--- config.mk ---
export PLATFORM = sky130hd
export DESIGN_NAME = isrc_frontend
export DESIGN_NICKNAME = d
export VERILOG_FILES = /design/src/rtl/isrc_pkg.sv /design/src/rtl/isrc_addr_dec.sv /design/src/rtl/isrc_cfg_bank.sv /design/src/rtl/isrc_slice.sv /design/src/rtl/isrc_frontend.sv
export SDC_FILE = /design/constraint.sdc
export NUM_CORES = 1
export LEC_CHECK = 0
export BUFFER_PORTS_ARGS = -buffer_cell sky130_fd_sc_hd__buf_2
export CAP_MARGIN = 10
export CORE_MARGIN = 2
export CORE_UTILIZATION = 35
export CTS_CLUSTER_DIAMETER = 200
export DETAILED_ROUTE_END_ITERATION = 10
export SLEW_MARGIN = 20
export SYNTH_ARGS = -nofsm -noshare
export SYNTH_HDL_FRONTEND = slang
export SYNTH_HIERARCHICAL = 1
export SYNTH_SLANG_ARGS = --single-unit
--- constraint.sdc ---
create_clock -name clk -period 6.8 [get_ports clk]
set_clock_uncertainty 0.2 [all_clocks]
set_input_delay 0.68 -clock clk [delete_from_list [all_inputs] [get_ports clk]]
set_output_delay 0.68 -clock clk [all_outputs]
set_load 0.02 [all_outputs]
--- src/rtl/isrc_pkg.sv ---
package isrc_pkg;

  localparam int IDX_W   = 10;
  localparam int DEL_BIT = 10;

  typedef enum logic [2:0] {
    SM_OFF    = 3'd0,
    SM_DETACH = 3'd1,
    SM_RISE   = 3'd4,
    SM_FALL   = 3'd5,
    SM_HIGH   = 3'd6,
    SM_LOW    = 3'd7
  } smode_e;

  // order follows address bits [9:8] of the flag windows
  typedef enum logic [1:0] {
    OP_SETIP = 2'd0,
    OP_CLRIP = 2'd1,
    OP_SETIE = 2'd2,
    OP_CLRIE = 2'd3
  } bitop_e;

  typedef struct packed {
    logic             deleg;
    logic [IDX_W-1:0] payload;
  } cfg_t;

  // turn a software write into the stored form, dropping reserved modes
  function automatic cfg_t cfg_pack(input logic [31:0] w);
    cfg_t c;
    logic [2:0] m;
    m = w[2:0];
    if (w[DEL_BIT]) begin
      c.deleg   = 1'b1;
      c.payload = w[IDX_W-1:0];
    end else begin
      c.deleg   = 1'b0;
      c.payload = '0;
      if (m != 3'd2 && m != 3'd3) c.payload[2:0] = m;
    end
    return c;
  endfunction

  function automatic logic [31:0] cfg_view(input cfg_t c);
    logic [31:0] r;
    r = '0;
    if (c.deleg) begin
      r[DEL_BIT]     = 1'b1;
      r[IDX_W-1:0]   = c.payload;
    end else begin
      r[2:0] = c.payload[2:0];
    end
    return r;
  endfunction

  function automatic logic mode_is_edge(input logic [2:0] m);
    return m[2] & ~m[1];
  endfunction

  function automatic logic mode_is_level(input logic [2:0] m);
    return m[2] & m[1];
  endfunction

  function automatic logic mode_inverts(input logic [2:0] m);
    return m[2] & m[0];
  endfunction

endpackage

--- src/rtl/isrc_addr_dec.sv ---
module isrc_addr_dec
  import isrc_pkg::*;
#(
  parameter int ADDR_W  = 14,
  parameter int NUM_SRC = 40,
  parameter int NWORDS  = 2
) (
  input  logic [ADDR_W-1:0] addr_i,
  output logic              cfg_hit_o,
  output logic [IDX_W-1:0]  cfg_idx_o,
  output logic              bulk_hit_o,
  output logic [4:0]        bulk_word_o,
  output logic              num_hit_o,
  output bitop_e            op_o
);
  localparam int                  IW       = ADDR_W - 2;
  localparam logic [IW-1:0]       LAST_SRC = IW'(NUM_SRC);
  localparam logic [ADDR_W-11:0]  FLAG_PG  = (ADDR_W-10)'(7);
  localparam logic [5:0]          NUM_SLOT = 6'h37;
  localparam logic [5:0]          WORDS    = 6'(NWORDS);

  logic [IW-1:0] word_addr;
  logic          aligned;
  logic          flag_page;
  logic [5:0]    slot;

  always_comb begin
    word_addr   = addr_i[ADDR_W-1:2];
    aligned     = (addr_i[1:0] == 2'b00);
    flag_page   = aligned && (addr_i[ADDR_W-1:10] == FLAG_PG);
    slot        = addr_i[7:2];
    cfg_hit_o   = aligned && (word_addr != '0) && (word_addr <= LAST_SRC);
    cfg_idx_o   = word_addr[IDX_W-1:0];
    num_hit_o   = flag_page && (slot == NUM_SLOT);
    bulk_hit_o  = flag_page && (slot < WORDS);
    bulk_word_o = slot[4:0];
    op_o        = bitop_e'(addr_i[9:8]);
  end
endmodule

--- src/rtl/isrc_cfg_bank.sv ---
module isrc_cfg_bank
  import isrc_pkg::*;
#(
  parameter int NUM_SRC = 40
) (
  input  logic                     clk,
  input  logic                     rst_n,
  input  logic                     we_i,
  input  logic [IDX_W-1:0]         wr_idx_i,
  input  logic [31:0]              wdata_i,
  input  logic [IDX_W-1:0]         rd_idx_i,
  output logic [31:0]              rd_word_o,
  output logic [NUM_SRC:1][2:0]    mode_o,
  output logic [NUM_SRC:1]         deleg_o
);
  cfg_t [NUM_SRC:1] cfg_q;

  for (genvar i = 1; i <= NUM_SRC; i++) begin : g_word
    always_ff @(posedge clk or negedge rst_n) begin
      if (!rst_n) cfg_q[i] <= '0;
      else if (we_i && wr_idx_i == IDX_W'(i)) cfg_q[i] <= cfg_pack(wdata_i);
    end
    assign mode_o[i]  = cfg_q[i].deleg ? 3'd0 : cfg_q[i].payload[2:0];
    assign deleg_o[i] = cfg_q[i].deleg;
  end

  always_comb begin
    rd_word_o = '0;
    for (int i = 1; i <= NUM_SRC; i++)
      if (rd_idx_i == IDX_W'(i)) rd_word_o = cfg_view(cfg_q[i]);
  end

  // reserved codes never reach the stored mode
  reserved_mode_chk: assert property (@(posedge clk) disable iff (!rst_n)
    we_i && !wdata_i[DEL_BIT] && wdata_i[2:1] == 2'b01 && rd_idx_i == wr_idx_i
    |=> rd_word_o == 32'd0);
endmodule

--- src/rtl/isrc_slice.sv ---
module isrc_slice
  import isrc_pkg::*;
(
  input  logic       clk,
  input  logic       rst_n,
  input  logic [2:0] mode_i,
  input  logic       deleg_i,
  input  logic       wire_i,
  input  logic       set_ip_i,
  input  logic       clr_ip_i,
  input  logic       set_ie_i,
  input  logic       clr_ie_i,
  input  logic       claim_i,
  output logic       pend_o,
  output logic       en_o
);
  logic in_q, pend_q, en_q;
  logic act, edge_m, lvl_m, det_m, inv;
  logic rect, rect_prev, edge_hit;
  logic pend_d, en_d;

  always_comb begin
    act       = !deleg_i && (mode_i != SM_OFF);
    edge_m    = act && mode_is_edge(mode_i);
    lvl_m     = act && mode_is_level(mode_i);
    det_m     = act && (mode_i == SM_DETACH);
    inv       = mode_inverts(mode_i);
    rect      = wire_i ^ inv;
    rect_prev = in_q ^ inv;
    edge_hit  = edge_m && rect && !rect_prev;
  end

  always_comb begin
    if (!act)       pend_d = 1'b0;
    else if (lvl_m) pend_d = rect;
    else            pend_d = edge_hit | set_ip_i | (pend_q & ~(clr_ip_i | claim_i));
    if (!act)          en_d = 1'b0;
    else if (set_ie_i) en_d = 1'b1;
    else if (clr_ie_i) en_d = 1'b0;
    else               en_d = en_q;
  end

  always_ff @(posedge clk or negedge rst_n) begin
    if (!rst_n) begin
      in_q   <= 1'b0;
      pend_q <= 1'b0;
      en_q   <= 1'b0;
    end else begin
      in_q   <= wire_i;
      pend_q <= pend_d;
      en_q   <= en_d;
    end
  end

  assign pend_o = pend_q;
  assign en_o   = en_q;


  idle_src_quiet_chk: assert property (@(posedge clk) disable iff (!rst_n)
    !act |=> !pend_o && !en_o);

  edge_beats_clear_chk: assert property (@(posedge clk) disable iff (!rst_n)
    edge_hit && (clr_ip_i || claim_i) |=> pend_o);

  claim_clears_chk: assert property (@(posedge clk) disable iff (!rst_n)
    (edge_m || det_m) && claim_i && !edge_hit && !set_ip_i |=> !pend_o);

  level_no_sw_set_chk: assert property (@(posedge clk) disable iff (!rst_n)
    lvl_m && set_ip_i && !rect |=> !pend_o);

  detach_ignores_wire_chk: assert property (@(posedge clk) disable iff (!rst_n)
    det_m && !set_ip_i && !pend_o |=> !pend_o);
endmodule

--- src/rtl/isrc_frontend.sv ---
module isrc_frontend
  import isrc_pkg::*;
#(
  parameter int NUM_SRC = 40,
  parameter int ADDR_W  = 14
) (
  input  logic               clk,
  input  logic               rst_n,
  input  logic [NUM_SRC-1:0] src_in,
  input  logic               reg_we,
  input  logic [ADDR_W-1:0]  reg_addr,
  input  logic [31:0]        reg_wdata,
  output logic [31:0]        reg_rdata,
  input  logic               claim_valid,
  input  logic [IDX_W-1:0]   claim_id,
  output logic [NUM_SRC-1:0] irq_pe
);
  localparam int NWORDS = (NUM_SRC + 32) / 32;
  localparam int FLAG_W = NWORDS * 32;

  logic                  cfg_hit, bulk_hit, num_hit;
  logic [IDX_W-1:0]      cfg_idx;
  logic [4:0]            bulk_word;
  bitop_e                op;
  logic [31:0]           cfg_rd;
  logic [NUM_SRC:1][2:0] mode;
  logic [NUM_SRC:1]      deleg;
  logic [FLAG_W-1:0]     pend_all, en_all;

  isrc_addr_dec #(.ADDR_W(ADDR_W), .NUM_SRC(NUM_SRC), .NWORDS(NWORDS)) u_dec (
    .addr_i      (reg_addr),
    .cfg_hit_o   (cfg_hit),
    .cfg_idx_o   (cfg_idx),
    .bulk_hit_o  (bulk_hit),
    .bulk_word_o (bulk_word),
    .num_hit_o   (num_hit),
    .op_o        (op)
  );

  isrc_cfg_bank #(.NUM_SRC(NUM_SRC)) u_cfg (
    .clk       (clk),
    .rst_n     (rst_n),
    .we_i      (reg_we && cfg_hit),
    .wr_idx_i  (cfg_idx),
    .wdata_i   (reg_wdata),
    .rd_idx_i  (cfg_hit ? cfg_idx : '0),
    .rd_word_o (cfg_rd),
    .mode_o    (mode),
    .deleg_o   (deleg)
  );

  assign pend_all[0] = 1'b0;
  assign en_all[0]   = 1'b0;
  if (FLAG_W > NUM_SRC + 1) begin : g_pad
    assign pend_all[FLAG_W-1:NUM_SRC+1] = '0;
    assign en_all[FLAG_W-1:NUM_SRC+1]   = '0;
  end

  for (genvar i = 1; i <= NUM_SRC; i++) begin : g_src
    localparam int WI = i / 32;
    localparam int BI = i % 32;
    logic word_sel, num_sel, hit, claim_me;
    logic set_ip, clr_ip, set_ie, clr_ie;

    always_comb begin
      word_sel = reg_we && bulk_hit && (bulk_word == 5'(WI));
      num_sel  = reg_we && num_hit && (reg_wdata[IDX_W-1:0] == IDX_W'(i));
      hit      = (word_sel && reg_wdata[BI]) || num_sel;
      set_ip   = hit && (op == OP_SETIP);
      clr_ip   = hit && (op == OP_CLRIP);
      set_ie   = hit && (op == OP_SETIE);
      clr_ie   = hit && (op == OP_CLRIE);
      claim_me = claim_valid && (claim_id == IDX_W'(i));
    end

    isrc_slice u_slice (
      .clk      (clk),
      .rst_n    (rst_n),
      .mode_i   (mode[i]),
      .deleg_i  (deleg[i]),
      .wire_i   (src_in[i-1]),
      .set_ip_i (set_ip),
      .clr_ip_i (clr_ip),
      .set_ie_i (set_ie),
      .clr_ie_i (clr_ie),
      .claim_i  (claim_me),
      .pend_o   (pend_all[i]),
      .en_o     (en_all[i])
    );

    assign irq_pe[i-1] = pend_all[i] & en_all[i];


    deleg_no_irq_chk: assert property (@(posedge clk) disable iff (!rst_n)
      deleg[i] |=> !irq_pe[i-1]);
  end

  always_comb begin
    reg_rdata = '0;
    if (cfg_hit) begin
      reg_rdata = cfg_rd;
    end else if (bulk_hit) begin
      for (int w = 0; w < NWORDS; w++) begin
        if (bulk_word == 5'(w)) begin
          if (op == OP_SETIP)      reg_rdata = pend_all[w*32 +: 32];
          else if (op == OP_SETIE) reg_rdata = en_all[w*32 +: 32];
        end
      end
    end
  end


  one_window_chk: assert property (@(posedge clk) disable iff (!rst_n)
    $onehot0({cfg_hit, bulk_hit, num_hit}));

  clear_reads_zero_chk: assert property (@(posedge clk) disable iff (!rst_n)
    bulk_hit && (op == OP_CLRIP || op == OP_CLRIE) |-> reg_rdata == 32'd0);
endmodule

==> qor.json, run 1 <==
{
  "first_global_vias": 26373,
  "finish.cell_count_without_fillers": 4668,
  "place.detailed.instances": 4531,
  "antenna_found_initial": 1,
  "internal-power_w": 0.005865,
  "max_slew_margin_vs_limit": 0.2136,
  "clk_latency_worst_skew_pair_ns": 0.63,
  "number_of_i_o_pins": 172,
  "hold_path_end": "g_src[17].u_slice/in_q$_DFF_PN0_",
  "wl_per_cell_um": 27.05,
  "grt_max_degree": 169,
  "synth_enable_flop_cells": 0,
  "synthesized_flop_and_latch_total": 560,
  "cts_repair_resize_count": 0,
  "max_cap_violations": 0,
  "post_cts_hold_buffer_count": 19,
  "cp_data_arrival_time_ns": 5.70,
  "critical_path.startpoint_type": "input port",
  "numClockSinks": 560,
  "combPwrFrac": 0.044,
  "synth.top_cells.by_area": "sky130_fd_sc_hd__dfrtp_1 (44%), sky130_fd_sc_hd__o21ai_0 (7.3%), sky130_fd_sc_hd__nand2_1 (5.8%)",
  "postRouteAntennaNets": 0,
  "synthTopCellsByCount": "sky130_fd_sc_hd__dfrtp_1 (560), sky130_fd_sc_hd__nand2_1 (490), sky130_fd_sc_hd__o21ai_0 (461)",
  "setup_viol": 0,
  "power.leakage_nw": 14.54,
  "worst_ep_required_time_ns": 5.92,
  "multiInputGateArea_um2": 15840,
  "final_nets": 3543,
  "grt_overflow": 0,
  "critical_path.slowest_cell": "sky130_fd_sc_hd__a2111oi_1",
  "reg2reg_depth": 5,
  "grt_util_all_layers": 0.2671,
  "hpwlAfterDp_um": 92810,
  "seq_area_um2": 14010,
  "detail_route.first_pass.iterations": 8,
  "synth-async-reset-ratio": 1.000,
  "part_of_the_total_power_dissipated_in_sequential_elements": 0.438,
  "worst_setup_path_end_kind": "output pin",
  "postRouteWirelength_um": 126300,
  "htree_levels": 3,
  "timing.final.crit_period_ns": 6.580,
  "final_critical_path_setup_slack_ns": 0.2205,
  "drt-vias-per-instance": 5.955,
  "dr.first_iter.drc_count": 3392,
  "worst-slew-pin-transition_ns": 1.176,
  "cts_root_buf": "sky130_fd_sc_hd__clkbuf_16",
  "cts.reportedPaths.clkPinSlew_ns": 0.06,
  "number_of_cells_produced_by_synthesis": 3431,
  "peakVddDrop_mv": 0.1851,
  "num_antenna_cells": 0,
  "max_stage_delay_ns": 0.94,
  "synthDominantCellAreaShare": 0.4416,
  "power_switching_w": 0.001779,
  "achievable-frequency_mhz": 152.0,
  "core.rowCount": 110,
  "setup.reg_to_reg.worst_slack_ns": 4.92,
  "vert_die_dim_um": 305.1,
  "critPathMostFrequentCell": "sky130_fd_sc_hd__buf_2",
  "final.period_utilization": 0.9676,
  "yosysMostFrequentCell": "sky130_fd_sc_hd__dfrtp_1",
  "n_fill_cell": 8921,
  "wire_length_of_the_first_global_routing_pass_um": 185200,
  "syn_avg_cell_area_um2": 9.250,
  "post_cts_buffers": 0,
  "area_enclosed_by_the_die_boundary_um2": 93100,
  "dp_worst_setup_slack_ns": 0.4580,
  "final_core_util": 0.3968,
  "rr_startpoint": "u_cfg/deleg_o[23]$_DFFE_PN0P_",
  "synth_largest_area_cell": "sky130_fd_sc_hd__dfrtp_1",
  "num_cts_buffers": 66,
  "timing.setup.tns_ns": 0,
  "port-buffer-count": 171,
  "clock_tree_from_tritoncts": "done",
  "core-area_um2": 89870,
  "crit_path_cell_trace": "buf_2 > o311a_1 > nor3_2 > buf_4 > and2_1 > or4_4 > nor4_2 > a22o_1 > a221o_1 > a2111oi_1 > nand4_1 > nand2_1 > o21ai_0 > buf_2",
  "synth_sequential_area_ratio": 0.4416,
  "critical_path.max_fanout": 33,
  "setup.worst_path.class": "input port to output pin",
  "r2r_end": "g_src[23].u_slice/pend_o$_DFF_PN0_",
  "sw_frac_of_total": 0.2328,
  "pwr-share-clk": 0.518,
  "timing.hold.worst.class": "input port to flip-flop",
  "number_of_vias_after_detailed_routing": 27796,
  "setup_repair_after_global_routing_missed_its_margin": "no",
  "hold_path_depth": 1,
  "hold_viol": 0,
  "run_status": "finished clean",
  "syn2layout_area_growth_pct": 12.37,
  "synth_area_um2": 31740,
  "dominantRegCellSynth": "sky130_fd_sc_hd__dfrtp_1",
  "gp_congestion": 0.9983,
  "post-route-drc-count": 0,
  "floorplan.initialDensity": 0.3531,
  "drive_above_1_share": 0.1690,
  "slew_viol_final": 0,
  "synthesis.yosys.warnings": 6,
  "post_synth_num_cell_types": 89,
  "pwr_density_cell_nw_per_um2": 214.4,
  "cts-root-to-sink-buffers": 3,
  "floorplan.die.width_um": 305.1,
  "hold_path.startpoint": "src_in[16]"
}
[sequential cells by signal (all words and copies together), names as in the netlist]
signal                flops
g_src.u_slice/en_o       40
g_src.u_slice/in_q       40
u_cfg/cfg_q             400
u_cfg/deleg_o            40
g_src.u_slice/pend_o     40
[kinds of logic (layout without fill, tap and decap cells)]
group	after synthesis	in the layout	share of synthesized area
other cells	1	21	0.0001182
simple gates	1349	1349	0.2338
flops	560	560	0.4416
compound gates	972	972	0.2085
mux	145	145	0.05172
buf+inv	404	445	0.06434
[worst max-delay path by stage]
stage                     cells after the start   startpoint            end
after CTS                                    14  reg_addr[4]   reg_rdata[9]
after global routing                         15  reg_addr[1]   reg_rdata[9]
after global placement                       15  reg_addr[1]   reg_rdata[9]
final                                        14  reg_addr[4]   reg_rdata[9]
after floorplan                              18  reg_addr[6]  reg_rdata[10]
after detailed placement                     14  reg_addr[4]   reg_rdata[9]
[layer usage]
metal  wire length (µm)  global-route usage  up-vias
li1                   -                   -    12381
met1              53660              0.3627    13742
met2              56390              0.4157     1387
met3              10030             0.04610      286
met4               6208              0.1220        0
met5                  0                   0        -
[per-stage QoR]
step	power (W)	instance area (µm²)	hold slack [ns]
detailed placement	0.003733	33010	0.2670
global route	0.007870	35660	0.007935
finish	0.007644	35660	0.02454
CTS	0.007701	35640	0.0002068
floorplan	0.003545	31810	0.1844
global placement	0.003731	33000	0.2608
[cell usage in the layout (no fill, tap or decap), types with 66 or more instances in the layout]
| cell type | instances |
|---|---|
| sky130_fd_sc_hd__nor2b_1 | 170 |
| sky130_fd_sc_hd__a32o_1 | 66 |
| sky130_fd_sc_hd__nor3_1 | 124 |
| sky130_fd_sc_hd__nor2_1 | 107 |
| sky130_fd_sc_hd__mux2_2 | 102 |
| sky130_fd_sc_hd__nor3b_1 | 122 |
| sky130_fd_sc_hd__nand2_1 | 485 |
| sky130_fd_sc_hd__buf_4 | 72 |
| sky130_fd_sc_hd__clkbuf_16 | 66 |
| sky130_fd_sc_hd__dfrtp_1 | 560 |
| sky130_fd_sc_hd__buf_2 | 169 |
| sky130_fd_sc_hd__o21ai_0 | 460 |
[layout make-up]
| type | instances | share of cell area |
|---|---|---|
| Multi-Input combinational cell | 2487 | 0.4442 |
| Sequential cell | 560 | 0.3930 |
| Clock buffer | 87 | 0.05217 |
| Timing Repair Buffer | 265 | 0.04673 |
| Tap cell | 1176 | 0.04126 |
| Clock inverter | 30 | 0.01607 |
| Inverter | 63 | 0.006631 |
[power by group through the flow]
stage          Combinational (W)  Clock, W  Sequential [W]
2_1_floorplan           0.000135         0         0.00341
3_3_place_gp            0.000321         0         0.00341
3_5_place_dp            0.000323         0         0.00341
4_1_cts                 0.000332   0.00402         0.00335
5_1_grt                 0.000358   0.00416         0.00335
6_report                0.000334   0.00396         0.00335
[critical path, delay by kind of cell]
kind | cells | cell delay [ns]
AND/OR/NAND/NOR | 6 | 2.29
AO/OA/AOI/OAI | 5 | 1.99
buffers and inverters | 3 | 0.65
(Power assumes the default switching activity.)
==> run 2: changes to the inputs <==
Settings changed: GPL_TIMING_DRIVEN set to 0.
Clock period 6.8 ns to 7.15 ns, I/O delays scaled along.
==> run 2 against run 1 <==
  * Critical path type unchanged
  * Worst setup slack worse by 0.26 ns
  * Clock power shrank 6.8%
  * The flow now finishes with violations (negative setup slack)
  * Register-to-register slack improved by 0.34 ns
==> qor.json, run 2 (same netlist as run 1, synthesis figures left out) <==
{
  "run_status": "finished with violations",
  "violated_checks": "negative setup slack",
  "power.leakage_nw": 15.19,
  "critical_path.max_fanout": 10,
  "worst-slew-pin-transition_ns": 1.253,
  "max_stage_delay_ns": 0.93,
  "timing.final.crit_period_ns": 7.190,
  "final.period_utilization": 1.006,
  "seq_area_um2": 14010,
  "htree_levels": 3,
  "cp_data_arrival_time_ns": 6.27,
  "setup_repair_after_global_routing_missed_its_margin": "no",
  "largest_register_ffs": 400,
  "max_slew_margin_vs_limit": 0.1527,
  "grt_max_degree": 87,
  "grt_overflow": 0,
  "core.rowCount": 110,
  "detail_route.first_pass.iterations": 6,
  "wl_per_cell_um": 29.88,
  "peakVddDrop_mv": 0.1580,
  "syn2layout_area_growth_pct": 16.43,
  "setup_viol": 1,
  "worst_ep_required_time_ns": 6.23,
  "layout_commonest_cell": "sky130_fd_sc_hd__dfrtp_1",
  "numClockSinks": 560,
  "gp_congestion": 1.022,
  "number_of_vias_after_detailed_routing": 29703,
  "final_nets": 3813,
  "cp_top_family": "simple AND/OR/NAND/NOR gates",
  "max_cap_violations": 0,
  "crit_path_cell_trace": "buf_2 > or4_4 > nor3_2 > nor3_1 > clkbuf_2 > clkbuf_2 > and2_1 > or2b_4 > buf_8 > or2_2 > clkbuf_1 > o211ai_1 > a2111oi_0 > nand3_1 > nand2_1 > o21ai_0 > buf_2",
  "critical_path.slowest_cell": "sky130_fd_sc_hd__a2111oi_0",
  "post-route-drc-count": 0,
  "final_core_util": 0.4111,
  "slew_viol_final": 0,
  "critical_path.startpoint_type": "input port",
  "dr_wl_met2_um": 65960,
  "core-area_um2": 89870,
  "most_frequent_cells_in_the_layout": "sky130_fd_sc_hd__dfrtp_1 (560), sky130_fd_sc_hd__nand2_1 (490), sky130_fd_sc_hd__o21ai_0 (461), sky130_fd_sc_hd__buf_2 (220), sky130_fd_sc_hd__clkbuf_1 (193)",
  "dr.first_iter.drc_count": 4031,
  "antenna_found_initial": 5,
  "vert_die_dim_um": 305.1,
  "timing.setup.tns_ns": -0.03960,
  "hold_viol": 0,
  "port-buffer-count": 171,
  "worst_setup_path_end_kind": "output pin",
  "first_global_vias": 28358,
  "grt_util_all_layers": 0.3108,
  "floorplan.initialDensity": 0.3531,
  "drive_above_1_share": 0.1792,
  "n_fill_cell": 9080,
  "timing.hold.worst.class": "input port to flip-flop",
  "cts-root-to-sink-buffers": 3,
  "hpwlAfterDp_um": 113900,
  "route.top_layer_used": "met5",
  "cts_root_buf": "sky130_fd_sc_hd__clkbuf_16",
  "number_of_i_o_pins": 172,
  "setup.worst_path.class": "input port to output pin",
  "multiInputGateArea_um2": 15830,
  "drt-vias-per-instance": 6.009,
  "critical_path_buf_inv_count": 6,
  "floorplan.die.width_um": 305.1,
  "wire_length_of_the_first_global_routing_pass_um": 207700,
  "dp_worst_setup_slack_ns": -0.1110,
  "largest_register": "u_cfg/cfg_q",
  "pwr_density_cell_nw_per_um2": 196.0,
  "postRouteAntennaNets": 0,
  "num_cts_buffers": 68,
  "achievable-frequency_mhz": 139.1,
  "wl_met3_um": 12140,
  "cts.reportedPaths.clkPinSlew_ns": 0.06,
  "clock_tree_from_tritoncts": "done",
  "area_enclosed_by_the_die_boundary_um2": 93100,
  "postRouteWirelength_um": 147700,
  "detail_route.wirelength.met1_um": 59840,
  "final_critical_path_setup_slack_ns": -0.03960,
  "clk_latency_worst_skew_pair_ns": 0.66
}
run 2: path summary, 6_finish.rpt:
path / start / to / slack [ns] / cells after the start
setup / recovery: reg_addr[6] / reg_rdata[4] / -0.04 / 17
hold / removal: src_in[1] / g_src[2].u_slice/in_q$_DFF_PN0_ / 0.01 / 1
setup reg to reg: u_cfg/deleg_o[23]$_DFFE_PN0P_ / g_src[23].u_slice/pend_o$_DFF_PN0_ / 5.26 / 5
hold reg to reg: u_cfg/cfg_q[223]$_DFFE_PN0P_ / u_cfg/cfg_q[223]$_DFFE_PN0P_ / 0.28 / 2
max in group asynchronous: rst_n / u_cfg/cfg_q[204]$_DFFE_PN0P_ / 4.66 / 6
min in group asynchronous: rst_n / u_cfg/cfg_q[160]$_DFFE_PN0P_ / 0.35 / 2
run 2: power breakdown:
group          total (W)  leakage [nW]  internal [W]  switching [W]
Combinational   0.000366          6.28     0.0000926       0.000274
Clock            0.00369          1.18       0.00219        0.00149
Sequential       0.00319          7.74       0.00318     0.00000533
Total            0.00724          15.2       0.00547        0.00177
run 2: cell type report:
class,count,area share
Clock inverter,23,0.01023
Tap cell,1176,0.03982
Multi-Input combinational cell,2487,0.4284
Timing Repair Buffer,192,0.03244
Sequential cell,560,0.3792
Antenna cell,1,0.00006772
Inverter,63,0.006400
Clock buffer,100,0.05445
Buffer,341,0.04896
run 2: through the flow:
step	hold WS [ns]	instance area [µm²]	instances	power [W]
after floorplan	0.2194	31810	3451	0.003371
after global placement	0.2600	34140	4798	0.003586
after detailed placement	0.2694	34430	4810	0.003601
after CTS	0.001247	36900	4941	0.007281
after global routing	0.0008911	36950	4942	0.007444
final	0.01343	36950	4943	0.007241
run 2: what timing repair did:
action,4_1_cts,5_1_grt
endpoints found under the hold margin,51,1
setup endpoints to repair,2,5
buffers inserted,0,0
resized for setup,2,4
hold buffers,8,1
run 2: per-layer routing:
metal / global-route usage / vias up
met3: 0.05883 / 442
met2: 0.4849 / 1604
met5: 0 / -
li1: - / 12900
met4: 0.1757 / 2
met1: 0.4048 / 14755
